## config.mk

```make
export PLATFORM = sky130hd
export DESIGN_NAME = sdadc_reader
export DESIGN_NICKNAME = d
export VERILOG_FILES = /design/src/rtl/sdadc_pkg.sv /design/src/rtl/sdadc_sync.sv /design/src/rtl/sdadc_clkdiv.sv /design/src/rtl/sdadc_watchdog.sv /design/src/rtl/sdadc_reader.sv
export SDC_FILE = /design/constraint.sdc
export NUM_CORES = 1
export LEC_CHECK = 0
export ABC_AREA = 1
export BUFFER_PORTS_ARGS = -buffer_cell sky130_fd_sc_hd__buf_4
export CORE_MARGIN = 2
export CORE_UTILIZATION = 52
export CTS_BUF_LIST = sky130_fd_sc_hd__clkbuf_2 sky130_fd_sc_hd__clkbuf_4 sky130_fd_sc_hd__clkbuf_8
export DETAILED_ROUTE_END_ITERATION = 6
export PLACE_DENSITY = 0.75
export SLEW_MARGIN = 0
export SYNTH_ARGS = -nofsm -noshare
export SYNTH_HDL_FRONTEND = slang
export SYNTH_SLANG_ARGS = --single-unit
```

## constraint.sdc

```tcl
create_clock -name clk -period 1.6 [get_ports clk]
set_input_delay 0 -clock clk [delete_from_list [all_inputs] [get_ports clk]]
set_output_delay 0 -clock clk [all_outputs]
set_load 0.05 [all_outputs]
```

## src/rtl/sdadc_pkg.sv

```systemverilog
`timescale 1ns/1ps
package sdadc_pkg;
    localparam int SAMPLE_W = 24;
    localparam int BIT_W    = $clog2(SAMPLE_W);

    typedef enum logic [1:0] {
        ST_OFF   = 2'd0,
        ST_WAIT  = 2'd1,
        ST_SHIFT = 2'd2
    } ctl_state_e;

    typedef struct packed {
        ctl_state_e          st;
        logic                cs_n;
        logic                sclk;
        logic [BIT_W-1:0]    bits;
        logic [SAMPLE_W-1:0] sr;
        logic                armed;
        logic                disc_pend;
        logic                xfer_disc;
        logic                pd_pend;
        logic [SAMPLE_W-1:0] data;
        logic                valid;
        logic                held;
        logic                ovr;
        logic [1:0]          rate;
        logic [1:0]          gain;
    } ctl_regs_t;
endpackage

```

## src/rtl/sdadc_sync.sv

```systemverilog
`timescale 1ns/1ps
module sdadc_sync #(
    parameter int STAGES = 2
) (
    input  logic clk,
    input  logic rst_n,
    input  logic din,
    output logic dout
);
    logic [STAGES-1:0] stg_d, stg_q;

    always_comb begin
        stg_d = {stg_q[STAGES-2:0], din};
    end

    always_ff @(posedge clk or negedge rst_n) begin
        if (!rst_n) stg_q <= '1;
        else        stg_q <= stg_d;
    end

    assign dout = stg_q[STAGES-1];
endmodule

```

## src/rtl/sdadc_clkdiv.sv

```systemverilog
`timescale 1ns/1ps
module sdadc_clkdiv #(
    parameter int DIV_W = 8
) (
    input  logic             clk,
    input  logic             rst_n,
    input  logic             run,
    input  logic [DIV_W-1:0] half,
    output logic             tick
);
    logic [DIV_W-1:0] cnt_d, cnt_q;

    always_comb begin
        tick  = run && (cnt_q == half - 1'b1);
        cnt_d = cnt_q + 1'b1;
        if (!run || tick) cnt_d = '0;
    end

    always_ff @(posedge clk or negedge rst_n) begin
        if (!rst_n) cnt_q <= '0;
        else        cnt_q <= cnt_d;
    end
endmodule

```

## src/rtl/sdadc_watchdog.sv

```systemverilog
`timescale 1ns/1ps
module sdadc_watchdog #(
    parameter int WD_W = 16
) (
    input  logic            clk,
    input  logic            rst_n,
    input  logic            run,
    input  logic [WD_W-1:0] limit,
    output logic            expired
);
    logic [WD_W-1:0] cnt_d, cnt_q;
    logic            exp_d, exp_q;

    always_comb begin
        cnt_d = cnt_q;
        exp_d = exp_q;
        if (!run) begin
            cnt_d = '0;
            exp_d = 1'b0;
        end else if (limit != '0 && !exp_q) begin
            cnt_d = cnt_q + 1'b1;
            if (cnt_d == limit) exp_d = 1'b1;
        end
    end

    always_ff @(posedge clk or negedge rst_n) begin
        if (!rst_n) begin
            cnt_q <= '0;
            exp_q <= 1'b0;
        end else begin
            cnt_q <= cnt_d;
            exp_q <= exp_d;
        end
    end

    assign expired = exp_q && run;
endmodule

```

## src/rtl/sdadc_reader.sv

```systemverilog
`timescale 1ns/1ps
module sdadc_reader
    import sdadc_pkg::*;
#(
    parameter int DIV_W       = 8,
    parameter int WD_W        = 16,
    parameter int SYNC_STAGES = 2,
    parameter int MIN_HALF    = 4
) (
    input  logic                clk,
    input  logic                rst_n,
    input  logic [1:0]          cfg_rate,
    input  logic [1:0]          cfg_gain,
    input  logic                pd_req,
    input  logic                en_req,
    input  logic                ack,
    input  logic [DIV_W-1:0]    sclk_div,
    input  logic [WD_W-1:0]     wd_limit,
    input  logic                adc_dout,
    output logic                adc_cs_n,
    output logic                adc_sclk,
    output logic [1:0]          rate_pins,
    output logic [1:0]          gain_pins,
    output logic [SAMPLE_W-1:0] sample_data,
    output logic                sample_valid,
    output logic                overrun,
    output logic                timeout
);
    localparam logic [BIT_W-1:0] LAST_BIT = BIT_W'(SAMPLE_W - 1);
    localparam logic [DIV_W-1:0] HALF_MIN = DIV_W'(MIN_HALF);

    localparam ctl_regs_t REGS_RST = '{
        st: ST_OFF, cs_n: 1'b1, sclk: 1'b1, bits: '0, sr: '0,
        armed: 1'b0, disc_pend: 1'b0, xfer_disc: 1'b0, pd_pend: 1'b0,
        data: '0, valid: 1'b0, held: 1'b0, ovr: 1'b0,
        rate: 2'b00, gain: 2'b00
    };

    ctl_regs_t        r_d, r_q;
    logic             dout_s;
    logic             half_tick;
    logic [DIV_W-1:0] half_cycles;
    logic [SAMPLE_W-1:0] sr_next;

    assign half_cycles = (sclk_div < HALF_MIN) ? HALF_MIN : sclk_div;

    sdadc_sync #(.STAGES(SYNC_STAGES)) u_sync (
        .clk  (clk),
        .rst_n(rst_n),
        .din  (adc_dout),
        .dout (dout_s)
    );

    sdadc_clkdiv #(.DIV_W(DIV_W)) u_div (
        .clk  (clk),
        .rst_n(rst_n),
        .run  (r_q.st == ST_SHIFT),
        .half (half_cycles),
        .tick (half_tick)
    );

    sdadc_watchdog #(.WD_W(WD_W)) u_wd (
        .clk    (clk),
        .rst_n  (rst_n),
        .run    (r_q.st == ST_WAIT),
        .limit  (wd_limit),
        .expired(timeout)
    );

    assign sr_next = {r_q.sr[SAMPLE_W-2:0], dout_s};

    always_comb begin
        r_d       = r_q;
        r_d.valid = 1'b0;

        if (ack) begin
            r_d.held = 1'b0;
            r_d.ovr  = 1'b0;
        end
        if (pd_req) r_d.pd_pend = 1'b1;

        case (r_q.st)
            ST_OFF: begin
                r_d.pd_pend = 1'b0;
                if (en_req && !pd_req) begin
                    r_d.st    = ST_WAIT;
                    r_d.cs_n  = 1'b0;
                    r_d.armed = 1'b0;
                end
            end
            ST_WAIT: begin
                if (pd_req || r_q.pd_pend) begin
                    r_d.st      = ST_OFF;
                    r_d.cs_n    = 1'b1;
                    r_d.pd_pend = 1'b0;
                end else if (r_q.armed && !dout_s) begin
                    r_d.st        = ST_SHIFT;
                    r_d.armed     = 1'b0;
                    r_d.bits      = '0;
                    r_d.xfer_disc = r_q.disc_pend;
                    r_d.disc_pend = 1'b0;
                end else if (dout_s) begin
                    r_d.armed = 1'b1;
                end
            end
            ST_SHIFT: begin
                if (half_tick) begin
                    if (r_q.sclk) begin
                        r_d.sclk = 1'b0;
                    end else begin
                        r_d.sclk = 1'b1;
                        r_d.sr   = sr_next;
                        r_d.bits = r_q.bits + 1'b1;
                        if (r_q.bits == LAST_BIT) begin
                            if (!r_q.xfer_disc) begin
                                r_d.data  = sr_next;
                                r_d.valid = 1'b1;
                                if (r_q.held && !ack) r_d.ovr = 1'b1;
                                r_d.held = 1'b1;
                            end
                            r_d.xfer_disc = 1'b0;
                            if (r_d.pd_pend) begin
                                r_d.st      = ST_OFF;
                                r_d.cs_n    = 1'b1;
                                r_d.pd_pend = 1'b0;
                            end else begin
                                r_d.st = ST_WAIT;
                            end
                        end
                    end
                end
            end
            default: r_d = REGS_RST;
        endcase

        if (cfg_rate != r_q.rate || cfg_gain != r_q.gain) begin
            r_d.rate      = cfg_rate;
            r_d.gain      = cfg_gain;
            r_d.disc_pend = 1'b1;
        end
    end

    always_ff @(posedge clk or negedge rst_n) begin
        if (!rst_n) r_q <= REGS_RST;
        else        r_q <= r_d;
    end

    assign adc_cs_n     = r_q.cs_n;
    assign adc_sclk     = r_q.sclk;
    assign rate_pins    = r_q.rate;
    assign gain_pins    = r_q.gain;
    assign sample_data  = r_q.data;
    assign sample_valid = r_q.valid;
    assign overrun      = r_q.ovr;
endmodule

```

**Word level (Yosys, flattened, before mapping)**

Index checks and enable logic that the tools add are counted.

- Register bits after elaboration: 94
- Input bits: 34
- Output and inout bits: 33
- Logic and storage cells: 125

- Add/sub/neg operators: 4
- Magnitude comparators: 1
- Equal/unequal tests: 24
- Mux-type cells: 45
- Bitwise gates (word level): 3
- Reduce and logical (&&, ||, !) cells: 29

Operators by type and width:

| kind | number |
|---|---|
| 2-to-1 mux 29 bit | 4 |
| one-hot mux 27 bit (2 select lines) | 1 |
| one-hot mux 23 bit (2 select lines) | 1 |
| 2-to-1 mux 33 bit | 1 |
| 2-to-1 mux 16 bit | 2 |
| 2-to-1 mux 27 bit | 1 |
| inequality test 2 bit (second input constant) | 11 |
| adder 16 x 1 -> 16 bit (second input constant) | 1 |
| equality test 16 bit | 1 |
| 2-to-1 mux 8 bit | 2 |
| nonzero test 16 bit | 1 |
| one-hot mux 5 bit (3 select lines) | 1 |
| AND reduction 5 bit | 3 |
| 2-to-1 mux 1 bit | 14 |
| 2-to-1 mux 3 bit | 4 |
| inequality test 3 bit (second input constant) | 4 |
| AND reduction 6 bit | 2 |
| 2-to-1 mux 5 bit | 2 |
| one-hot mux 3 bit (3 select lines) | 1 |
| adder 8 x 1 -> 8 bit (second input constant) | 1 |
| equality test 8 bit | 1 |
| < comparator 8 x 3 -> 1 bit (second input constant) | 1 |
| 2-to-1 mux 2 bit | 4 |
| 2-to-1 mux 4 bit | 2 |
| other kinds (19) | 40 |

**Longest topological paths before layout**

Gate-level depths: netlist (run 1).

- Word-level depth: 8
- Depth in mapped cells: 18
- Depth with buffers taken out: 17

**By module**

A second synthesis (run 1) with hierarchy kept.

- Cells, all modules: 730
- Area total of the unflattened synthesis: 5539.1 um^2

Modules (own cells, without submodules):

| module | times used | cells each | area each (um^2) | sequential area each (um^2) |
|---|---|---|---|---|
| sdadc_reader | 1 | 402 | 3427.0 | 1679.1 |
| sdadc_watchdog | 1 | 225 | 1408.9 | 425.4 |
| sdadc_clkdiv | 1 | 101 | 650.6 | 200.2 |
| sdadc_sync | 1 | 2 | 52.6 | 52.6 |

**Worst setup path after synthesis (run 1)**

OpenSTA, ideal clock, no wires.

- Path kind: input to register
- Start: in sclk_div[3]
- End: reg r_q[36] (netlist bit)
- Library setup time: 130 ps
- Arrival time: 1664 ps
- Required time: 1470 ps
- Path slack: -195 ps
- Stages: 16
- Buffers on the path: 2
- Cell sequence: nor2_1 -> nand3_2 -> nand2_2 -> ha_1 -> xor2_1 -> nand2_1 -> nor2_1 -> nand2_1 -> nor2_1 -> nand3_2 -> nand2_4 -> nand3_4 -> buf_6 -> buf_6 -> nand2_1 -> o21ai_1

- Longest elaborated chain between the ends: 7

RTL lines:

| item | line | RTL |
|---|---|---|
| from (decl) | sdadc_reader.sv:17 | `input logic [DIV_W-1:0] sclk_div,` |
| < comparator 8 x 3 -> 1 bit | sdadc_reader.sv:45 | `assign half_cycles = (sclk_div < HALF_MIN) ? HALF_MIN : sclk_div;` |
| 2-to-1 mux 8 bit * | sdadc_reader.sv:45 |  |
| subtractor 8 x 1 -> 8 bit * | sdadc_clkdiv.sv:14 | `tick = run && (cnt_q == half - 1'b1);` |
| equality test 8 bit * | sdadc_clkdiv.sv:14 |  |
| logical AND 1 bit * | sdadc_clkdiv.sv:14 |  |
| inequality test 2 bit (no source line) * | n/a |  |
| AND reduction 3 bit (no source line) * | n/a |  |
| to (signal assigned) | sdadc_reader.sv:145 | `else r_q <= r_d;` |
| to (decl) | sdadc_reader.sv:39 | `ctl_regs_t r_d, r_q;` |

Every way passes the cells marked *; elsewhere a longest branch is shown, timed or not.
A chain may end at the register's enable or synchronous reset.

**Final worst setup path (run 1)**

- Start: reg u_div.cnt_q[2]
- End: reg r_q, in the netlist sample_data[9]

- Longest elaborated chain between the ends: 4

RTL lines:

| item | line | RTL |
|---|---|---|
| from (decl) | sdadc_clkdiv.sv:11 | `logic [DIV_W-1:0] cnt_d, cnt_q;` |
| from (signal assigned) | sdadc_clkdiv.sv:21 | `else cnt_q <= cnt_d;` |
| equality test 8 bit | sdadc_clkdiv.sv:14 |  |
| logical AND 1 bit | sdadc_clkdiv.sv:14 |  |
| inequality test 2 bit (no source line) | n/a |  |
| AND reduction 5 bit (no source line) | n/a |  |

Every way passes these cells.

==> results of run 1 <==
[flip-flops by register name (all words and copies together) (netlist names)]
signal and count:
adc_cs_n 1, adc_sclk 1, gain_pins 2, overrun 1, r_q 35, rate_pins 2
sample_data 24, sample_valid 1, u_div.cnt_q 8, u_sync.stg_q 2, u_wd.cnt_q 16, u_wd.exp_q 1
[power by group]
group          leakage [nW]  internal, W  switching [W]
Combinational          2.40      0.00168        0.00228
Clock                 0.109     0.000764       0.000971
Sequential             1.28      0.00253       0.000136
Total                  3.79      0.00498        0.00338
[critical path, delay by kind of cell (launching register included)]
kind,cells,cell delay [ns]
and+or+nand+nor,10,1.07
DFF,1,0.42
xor gates and xnor gates,1,0.22
buffers and inverters,1,0.20
[repair_timing]
item | CTS | global route
gates resized for setup | 52 | 71
gates cloned | 0 | 3
pin swaps | 26 | 25
buffers inserted | 10 | 17
hold buffers | 10 | 0
setup endpoints to repair | 69 | 82
hold endpoints to repair | 99 | 0
[placed cells by master, fill, tap and decap left out, types with 5 or more instances in the layout]
master | netlist | routed
nand2_1 | 242 | 213
buf_4 | 30 | 160
dfrtp_1 | 90 | 89
nor2_1 | 90 | 80
nand3_1 | 83 | 72
inv_1 | 64 | 58
nand2_2 | 2 | 30
xor2_1 | 18 | 18
o21ai_2 | 14 | 18
nand4_1 | 16 | 16
o21ai_1 | 11 | 14
buf_6 | 7 | 14
o21ai_0 | 22 | 13
nor2_4 | 2 | 10
dlygate4sd3_1 | 0 | 10
clkbuf_8 | 0 | 9
nand3_2 | 3 | 8
o22ai_1 | 10 | 8
nand3_4 | 1 | 7
nand3b_1 | 7 | 7
inv_2 | 2 | 6
buf_12 | 0 | 6
a21oi_1 | 9 | 5
ha_1 | 10 | 5
[logic make-up (layout without fill, tap and decap cells)]
family,after synthesis,count (layout),synth area share (%)
buffers and inverters,125,276,11.0
AOI/OAI and AO/OA,71,71,7.53
DFF,94,94,40.8
xor gates and xnor gates,22,22,3.33
adders and majority gates,10,10,2.16
and+or+nand+nor,467,467,35.2
[area by class of cell]
type	instances	area, µm²	share of cell area (%)
clock buffer	9	124	1.57
timing repair buffer	193	1640	20.9
multi-input combinational	570	3220	40.9
inverter	67	264	3.35
sequential	94	2360	29.9
clock inverter	7	90.1	1.14
tap	140	175	2.22
[through the flow]
| step | setup WS (ns) | TNS (ns) | utilization, % |
|---|---|---|---|
| 6_report | -0.369 | -20.49 | 72.6 |
| 5_1_grt | -0.504 | -29.36 | 72.6 |
| 4_1_cts | -0.219 | -11.67 | 68.6 |
| 3_5_place_dp | -0.495 | -27.49 | 63.4 |
| 3_3_place_gp | -0.408 | -22.02 | 63.4 |
| 2_1_floorplan | -0.155 | -5.41 | - |
[worst max path at each step]
stage                         from         endpoint  slack [ns]
floorplan              sclk_div[5]          r_q[36]       -0.15
global placement       sclk_div[5]          r_q[50]       -0.41
detailed placement     sclk_div[5]          r_q[49]       -0.49
CTS                 u_div.cnt_q[4]   sample_data[3]       -0.22
global route        u_div.cnt_q[3]  sample_data[16]       -0.50
finish              u_div.cnt_q[2]   sample_data[9]       -0.37
[layer usage]
layer / global-route usage [%] / vias to the layer above / wire (µm)
met1: 33.0 / 2752 / 6420
met5: 0 / - / 0
met3: 3.85 / 39 / 850
met2: 44.2 / 207 / 8000
li1: - / 2801 / -
met4: 10.1 / 0 / 404
==> results.yml, run 1 <==
drt:
  via_per_inst: 5.37
  drt_iter0_markers: 365
  antenna_left: 0
  routed_wl_um: 15700
  firstDrtPassIters: 5
  num_vias: 5799
  drc: 0
  wl_per_cell_um: 14.5
synth:
  synth_area_leaders: "dfrtp_1 (39%), nand2_1 (16%), nand3_1 (7.2%), nor2_1 (5.8%), inv_1 (4.2%)"
  synth_top_cell_area_share_pct: 39.0
  syn_nets: 833
  synth_edf_count: 0
  synth_flop_cell: "dfrtp_1"
  async_flop_share_pct: 100
  ys_types: 39
  yosys.area.top_type: "dfrtp_1"
  synthTopCellsByCount: "nand2_1 (242), dfrtp_1 (90), nor2_1 (90)"
  post-synth-top-count-cell: "nand2_1"
  synthCells: 789
  syn_area_per_cell_um2: 7.33
  netlist_area_mm2: 0.00578
  synth-seq-cells: 94
  synth_warnings: 0
  synth-seq-area-share_pct: 40.8
worst_setup_path:
  crit_chain: "xnor2_2 -> nand2_2 -> nand2_2 -> nand3_2 -> nor2_2 -> nand3_2 -> nand2_4 -> nand3_4 -> nor2_4 -> clkbuf_16 -> nand2_1 -> nand2_1"
  crit_path_end_kind: "flop"
  required_ns: 1.93
  rrSetupSlack_ns: -0.37
  cp-start-kind: "flop"
  critPathMaxFanout: 6
  crit_arrival_ns: 2.30
  crit_slowest_cell: "dfrtp_1"
  reg2reg_from: "u_div.cnt_q[2]"
  reg2reg_to: "sample_data[9]"
  reg2regPathDepth: 12
  critPathMaxStageDelay_ns: 0.42
  crit_type: "flop to flop"
grt:
  first_global_vias: 5442
  grt-ovfl-total: 0
  grt_pass1_wl_um: 24700
  antenna_found_initial: 0
  gr-usage-all-layers_pct: 25.9
  grt_max_degree: 42
clock_network:
  clk_pin_slew_ns: 0.10
  cts_tree: "done"
  cts_sinks: 94
  cts-root-buf: "clkbuf_8"
  cts_max_level: 3
  clockBufferDepth: 2
  clock_latency_ns: 0.39
  cts_made_buffers: 9
timing:
  skew_ns: 0.0124
  setup_ws_ns: -0.369
  setup_viol: 71
  hold_viol: 0
  slew_violations: 0
  grt_setup_unrepaired: "yes"
  fmax_mhz: 508
  min_period_ns: 1.97
  worst_slew_pin_slew_ns: 0.459
  fin_hold_ws_ns: 0.0683
  period_share_pct: 123
  slew_headroom_pct: 69.4
die:
  dieArea_mm2: 0.0120
  start_util_pct: 53.3
  die_x_um: 109
  die_h_um: 109
  core_mm2: 0.0108
  row_count: 38
  io_pins: 67
hold_path:
  hold_depth: 4
  min_to: "r_q[34]"
  min_from: "en_req"
  hold_class: "primary input to flop"
placed_design:
  place.port_buffers: 66
  placed_area_mm2: 0.00688
  placed_cells: 1026
  gp_congestion: 0.899
  place_hpwl_um: 10400
run:
  drv_cap: 0
layout:
  drive_above_1_share_pct: 33.9
  nNetsFinal: 979
  fillers: 782
  num_antenna_cells: 0
  instances_no_fill: 1080
  fin_area_mm2: 0.00788
  area_growth_pct: 36.2
pwr:
  ir_drop_v: 0.000707
  p_per_area_mw_per_mm2: 1060
  finalPower_w: 0.00837
  leakage_nw: 3.79
status:
  status: "finished with violations"
  violations: "setup timing"
Power figures use the tool's default switching activity.
==> run 2: changes to the inputs <==
--- a/config.mk
+++ b/config.mk
@@ -11,7 +11,7 @@
 export CORE_UTILIZATION = 52
 export CTS_BUF_LIST = sky130_fd_sc_hd__clkbuf_2 sky130_fd_sc_hd__clkbuf_4 sky130_fd_sc_hd__clkbuf_8
 export DETAILED_ROUTE_END_ITERATION = 6
-export PLACE_DENSITY = 0.75
+export PLACE_DENSITY = 0.73
 export SLEW_MARGIN = 0
 export SYNTH_ARGS = -nofsm -noshare
 export SYNTH_HDL_FRONTEND = slang
==> run 2 against run 1 <==
The flow still finishes with violations (setup timing). Final area decreased by 0.43%. Global-route usage decreased by 0.85 points. Sequential share of layout area increased by 0.11 points. Worst setup slack improved by 0.0064 ns. Routed wire length decreased by 1.1%. Final cell count decreased by 0.74%. Hold slack got worse by 0.043 ns. Clock-buffer cell count increased by 2. Critical path type unchanged.
==> results.yml, run 2 (synthesis results as in run 1) <==
layout:
  drive_above_1_share_pct: 33.6
  final_cell_mix: "nand2_1 (218), buf_4 (148), dfrtp_1 (90), nand3_1 (75), nor2_1 (74)"
  nNetsFinal: 971
  final_common_cell: "nand2_1"
  largest_reg_flops: 35
  area_growth_pct: 35.6
  num_antenna_cells: 0
  instances_no_fill: 1072
  regMostFlops: "r_q"
clock_network:
  clk_pin_slew_ns: 0.10
  cts_made_buffers: 9
  clock_latency_ns: 0.38
  cts_max_level: 3
  cts-root-buf: "clkbuf_8"
  cts_tree: "done"
  clockBufferDepth: 2
  cts_sinks: 94
grt:
  gr-usage-all-layers_pct: 25.0
  antenna_found_initial: 0
  grt_pass1_wl_um: 23900
  grt_max_degree: 48
  grt-ovfl-total: 0
  first_global_vias: 5464
drt:
  antenna_left: 0
  wl_per_cell_um: 14.5
  via_per_inst: 5.29
  drc: 0
  firstDrtPassIters: 7
  drt_iter0_markers: 396
  routed_wl_um: 15500
  num_vias: 5669
worst_setup_path:
  cp-start-kind: "flop"
  required_ns: 1.87
  crit_type: "flop to flop"
  critPathMaxFanout: 12
  crit_path_end_kind: "flop"
  crit_arrival_ns: 2.24
  rrSetupSlack_ns: -0.36
timing:
  setup_ws_ns: -0.363
  slew_violations: 0
  hold_viol: 0
  setup_viol: 70
  grt_setup_unrepaired: "yes"
  fmax_mhz: 509
  worst_slew_pin_slew_ns: 0.457
  slew_headroom_pct: 69.2
  period_share_pct: 123
  min_period_ns: 1.96
  fin_hold_ws_ns: 0.0250
  skew_ns: 0.0124
die:
  start_util_pct: 53.3
  die_x_um: 109
  die_h_um: 109
  row_count: 38
  io_pins: 67
  core_mm2: 0.0108
  dieArea_mm2: 0.0120
run:
  drv_cap: 0
placed_design:
  place_hpwl_um: 9970
  placed_cells: 1020
  place.port_buffers: 66
  gp_congestion: 0.839
pwr:
  leakage_nw: 3.81
  p_per_area_mw_per_mm2: 1050
  ir_drop_v: 0.000826
status:
  status: "finished with violations"
  violations: "setup timing"
hold_path:
  hold_class: "primary input to flop"
[run 2: metrics by stage]
step | area (µm²) | setup TNS, ns | total power (W) | setup WS [ns] | utilization, %
global placement | 6840 | -20.13 | 0.00561 | -0.317 | 63.1
detailed placement | 6840 | -25.05 | 0.00568 | -0.402 | 63.1
floorplan | 5860 | -5.41 | 0.00474 | -0.155 | -
CTS | 7340 | -10.16 | 0.00742 | -0.195 | 67.7
global route | 7840 | -26.69 | 0.00868 | -0.479 | 72.3
finish | 7840 | -17.84 | 0.00826 | -0.363 | 72.3
[run 2: worst paths after layout]
path                                      start              end  cells after the start
worst max-delay path             u_div.cnt_q[3]          r_q[56]                     13
worst min-delay path                wd_limit[8]       u_wd.exp_q                      6
worst max register to register   u_div.cnt_q[3]          r_q[56]                     13
worst min register to register  u_sync.stg_q[0]  u_sync.stg_q[1]                      0
max in group asynchronous                 rst_n         adc_sclk                      3
min in group asynchronous                 rst_n     gain_pins[0]                      2
[run 2: layer usage]
metal | wire (µm) | track usage, %
met1 | 6500 | 31.0
met2 | 7850 | 42.7
met3 | 743 | 5.63
met4 | 418 | 9.04
met5 | 0 | 0
[run 2: layout make-up]
class,instances,area (µm²)
clock buffer,11,145
clock inverter,5,41.3
fill,811,3000
inverter,67,267
multi-input combinational,570,3210
sequential,94,2360
tap,140,175
timing repair buffer,185,1650
[run 2: critical path, stage by stage (launching register included)]
cell and delay, ns:
dfrtp_1 0.40, nand2_1 0.08, nand2_2 0.09, buf_4 0.14, nand2_1 0.08, nand2_1 0.09, nor2_2 0.14, nand3_4 0.14
nand2_4 0.13, nand3_4 0.10, buf_12 0.16, clkbuf_16 0.16, nand2_1 0.06, o21ai_1 0.08
[run 2: where the power goes]
part / internal [W] / switching [W]
sequential: 0.00254 / 0.000167
clock: 0.000639 / 0.000908
combinational: 0.00173 / 0.00227
[run 2: what timing repair did]
item	4_1_cts	5_1_grt
endpoints found under the setup margin	74	88
gates cloned	0	7
setup buffers	10	10
pin swaps	20	18
hold endpoints to repair	80	0
hold buffers	9	0
gates resized for setup	42	83
==> run 3: changes to the inputs <==
--- a/config.mk
+++ b/config.mk
@@ -9,7 +9,7 @@
 export BUFFER_PORTS_ARGS = -buffer_cell sky130_fd_sc_hd__buf_4
 export CORE_MARGIN = 2
 export CORE_UTILIZATION = 52
-export CTS_BUF_LIST = sky130_fd_sc_hd__clkbuf_2 sky130_fd_sc_hd__clkbuf_4 sky130_fd_sc_hd__clkbuf_8
+export CTS_BUF_LIST = sky130_fd_sc_hd__clkbuf_8
 export DETAILED_ROUTE_END_ITERATION = 6
 export PLACE_DENSITY = 0.73
 export SLEW_MARGIN = 0
==> run 3 against run 2 <==
Final area is 4.2% lower. Register-to-register slack better by 0.12 ns. Final cell count is 0.84% lower. Core utilization is 3.0 points lower. Clock power is 3% lower. Non-clock buffer count is 9 lower. First-iteration DRC count is 5.8% lower. Critical path type unchanged. The flow still finishes with violations (setup timing). Clock-buffer cell count is 1 lower. Die area stayed put. Via count is 2.1% lower. Routed wire length is 6.8% lower. Sequential power hardly changed.
==> results.yml, run 3 (synthesis results as in run 1) <==
layout:
  num_antenna_cells: 0
  largest_reg_flops: 35
  regMostFlops: "r_q"
  final_common_cell: "nand2_1"
  final_cell_mix: "nand2_1 (233), buf_4 (151), dfrtp_1 (90), nand3_1 (80), nor2_1 (77)"
  area_growth_pct: 30.0
  nNetsFinal: 962
  instances_no_fill: 1063
  drive_above_1_share_pct: 29.6
  utilization_pct: 69.3
drt:
  via_per_inst: 5.22
  wl_per_cell_um: 13.6
  drc: 0
  num_vias: 5552
  firstDrtPassIters: 6
  drt_iter0_markers: 373
  routed_wl_um: 14400
  antenna_left: 0
die:
  io_pins: 67
  die_h_um: 109
  row_count: 38
  start_util_pct: 53.3
  die_x_um: 109
  dieArea_mm2: 0.0120
  core_mm2: 0.0108
timing:
  grt_setup_unrepaired: "yes"
  period_share_pct: 115
  slew_violations: 0
  setup_viol: 70
  setup_ws_ns: -0.247
  fmax_mhz: 541
  worst_slew_pin_slew_ns: 0.447
  slew_headroom_pct: 69.9
  fin_hold_ws_ns: 0.0289
  skew_ns: 0.00982
  min_period_ns: 1.85
  hold_viol: 0
clock_network:
  clockBufferDepth: 2
  cts_max_level: 3
  cts_tree: "done"
  clk_pin_slew_ns: 0.09
  cts_sinks: 94
  clock_latency_ns: 0.38
  cts_made_buffers: 9
  cts-root-buf: "clkbuf_8"
grt:
  grt_max_degree: 48
  antenna_found_initial: 0
  grt-ovfl-total: 0
  first_global_vias: 5372
  grt_pass1_wl_um: 23600
  gr-usage-all-layers_pct: 24.6
worst_setup_path:
  cp-start-kind: "flop"
  reg2regPathDepth: 13
  critPathMaxStageDelay_ns: 0.38
  reg2reg_to: "r_q[54]"
  crit_arrival_ns: 2.11
  rrSetupSlack_ns: -0.25
  required_ns: 1.87
  crit_type: "flop to flop"
  crit_path_end_kind: "flop"
  crit_slowest_cell: "dfrtp_1"
  critPathMaxFanout: 47
  crit_top_cell: "nand2_1"
  reg2reg_from: "u_div.cnt_q[3]"
  crit_chain: "inv_2 -> nand2_1 -> nand2_2 -> buf_4 -> nand2_1 -> nand2_1 -> nor2_1 -> nand3_4 -> nand2_4 -> nand3_4 -> buf_12 -> nand2_1 -> o21ai_2"
hold_path:
  hold_depth: 6
  min_to: "u_wd.exp_q"
  hold_class: "primary input to flop"
  min_from: "wd_limit[8]"
placed_design:
  place_hpwl_um: 9970
  pre_cts_ws_ns: -0.402
  placed_cells: 1020
  place.port_buffers: 66
  gp_congestion: 0.839
status:
  status: "finished with violations"
  violations: "setup timing"
run:
  drv_cap: 0
pwr:
  ir_drop_v: 0.000847
  p_per_area_mw_per_mm2: 1000
  leakage_nw: 3.68
==> run 3: cell count changes in the layout (fill, tap and decap cells not counted), sizes merged <==
| cell | delta |
|---|---|
| inv | +1 |
| clkbuf | -4 |
| buf | -6 |
==> run 3: critical path: cells and delay by family, from the launching register on <==
family,cells,cell delay (ns)
compound gates,1,0.05
buf+inv,3,0.39
flops,1,0.38
simple gates,9,0.92
==> run 3: worst max path at each step <==
stage | start | endpoint | cells after the start
3_3_place_gp | sclk_div[5] | r_q[50] | 16
4_1_cts | u_wd.cnt_q[1] | u_wd.exp_q | 13
3_5_place_dp | sclk_div[5] | r_q[47] | 16
5_1_grt | u_div.cnt_q[3] | r_q[55] | 13
2_1_floorplan | sclk_div[5] | r_q[36] | 16
6_report | u_div.cnt_q[3] | r_q[54] | 13
==> run 3: what timing repair did <==
item / 4_1_cts / 5_1_grt
gates resized for setup: 29 / 47
endpoints found under the setup margin: 74 / 88
hold buffers: 9 / 0
cloned: 0 / 2
hold endpoints to repair: 80 / 0
pin swaps: 13 / 16
setup buffers: 8 / 8
==> run 3: through the flow <==
step	area (µm²)	power [W]	setup TNS [ns]
finish	7510	0.00751	-13.38
global route	7510	0.00796	-23.32
CTS	7270	0.00735	-10.08
detailed placement	6840	0.00568	-25.05
global placement	6840	0.00561	-20.13
floorplan	5860	0.00474	-5.41
==> run 3: where the power goes <==
group	leakage, nW	internal, W	switching [W]
Clock	0.0907	0.000616	0.000899
Sequential	1.28	0.00254	0.000153
Combinational	2.31	0.00133	0.00198
==> run 3: per-layer routing <==
layer / part of all wire [%] / global-route usage, % / vias up
li1: - / - / 2775
met1: 44 / 31.0 / 2602
met3: 4.6 / 5.16 / 33
met5: 0 / 0 / -
met4: 2.0 / 8.50 / 0
met2: 50 / 42.0 / 142
==> run 3: final cells by class <==
class                      count  area (µm²)
fill                         871        3330
tap                          140         175
multi-input combinational    570        3050
clock buffer                  10         138
sequential                    94        2360
clock inverter                 6        45.0
inverter                      67         262
timing repair buffer         176        1480
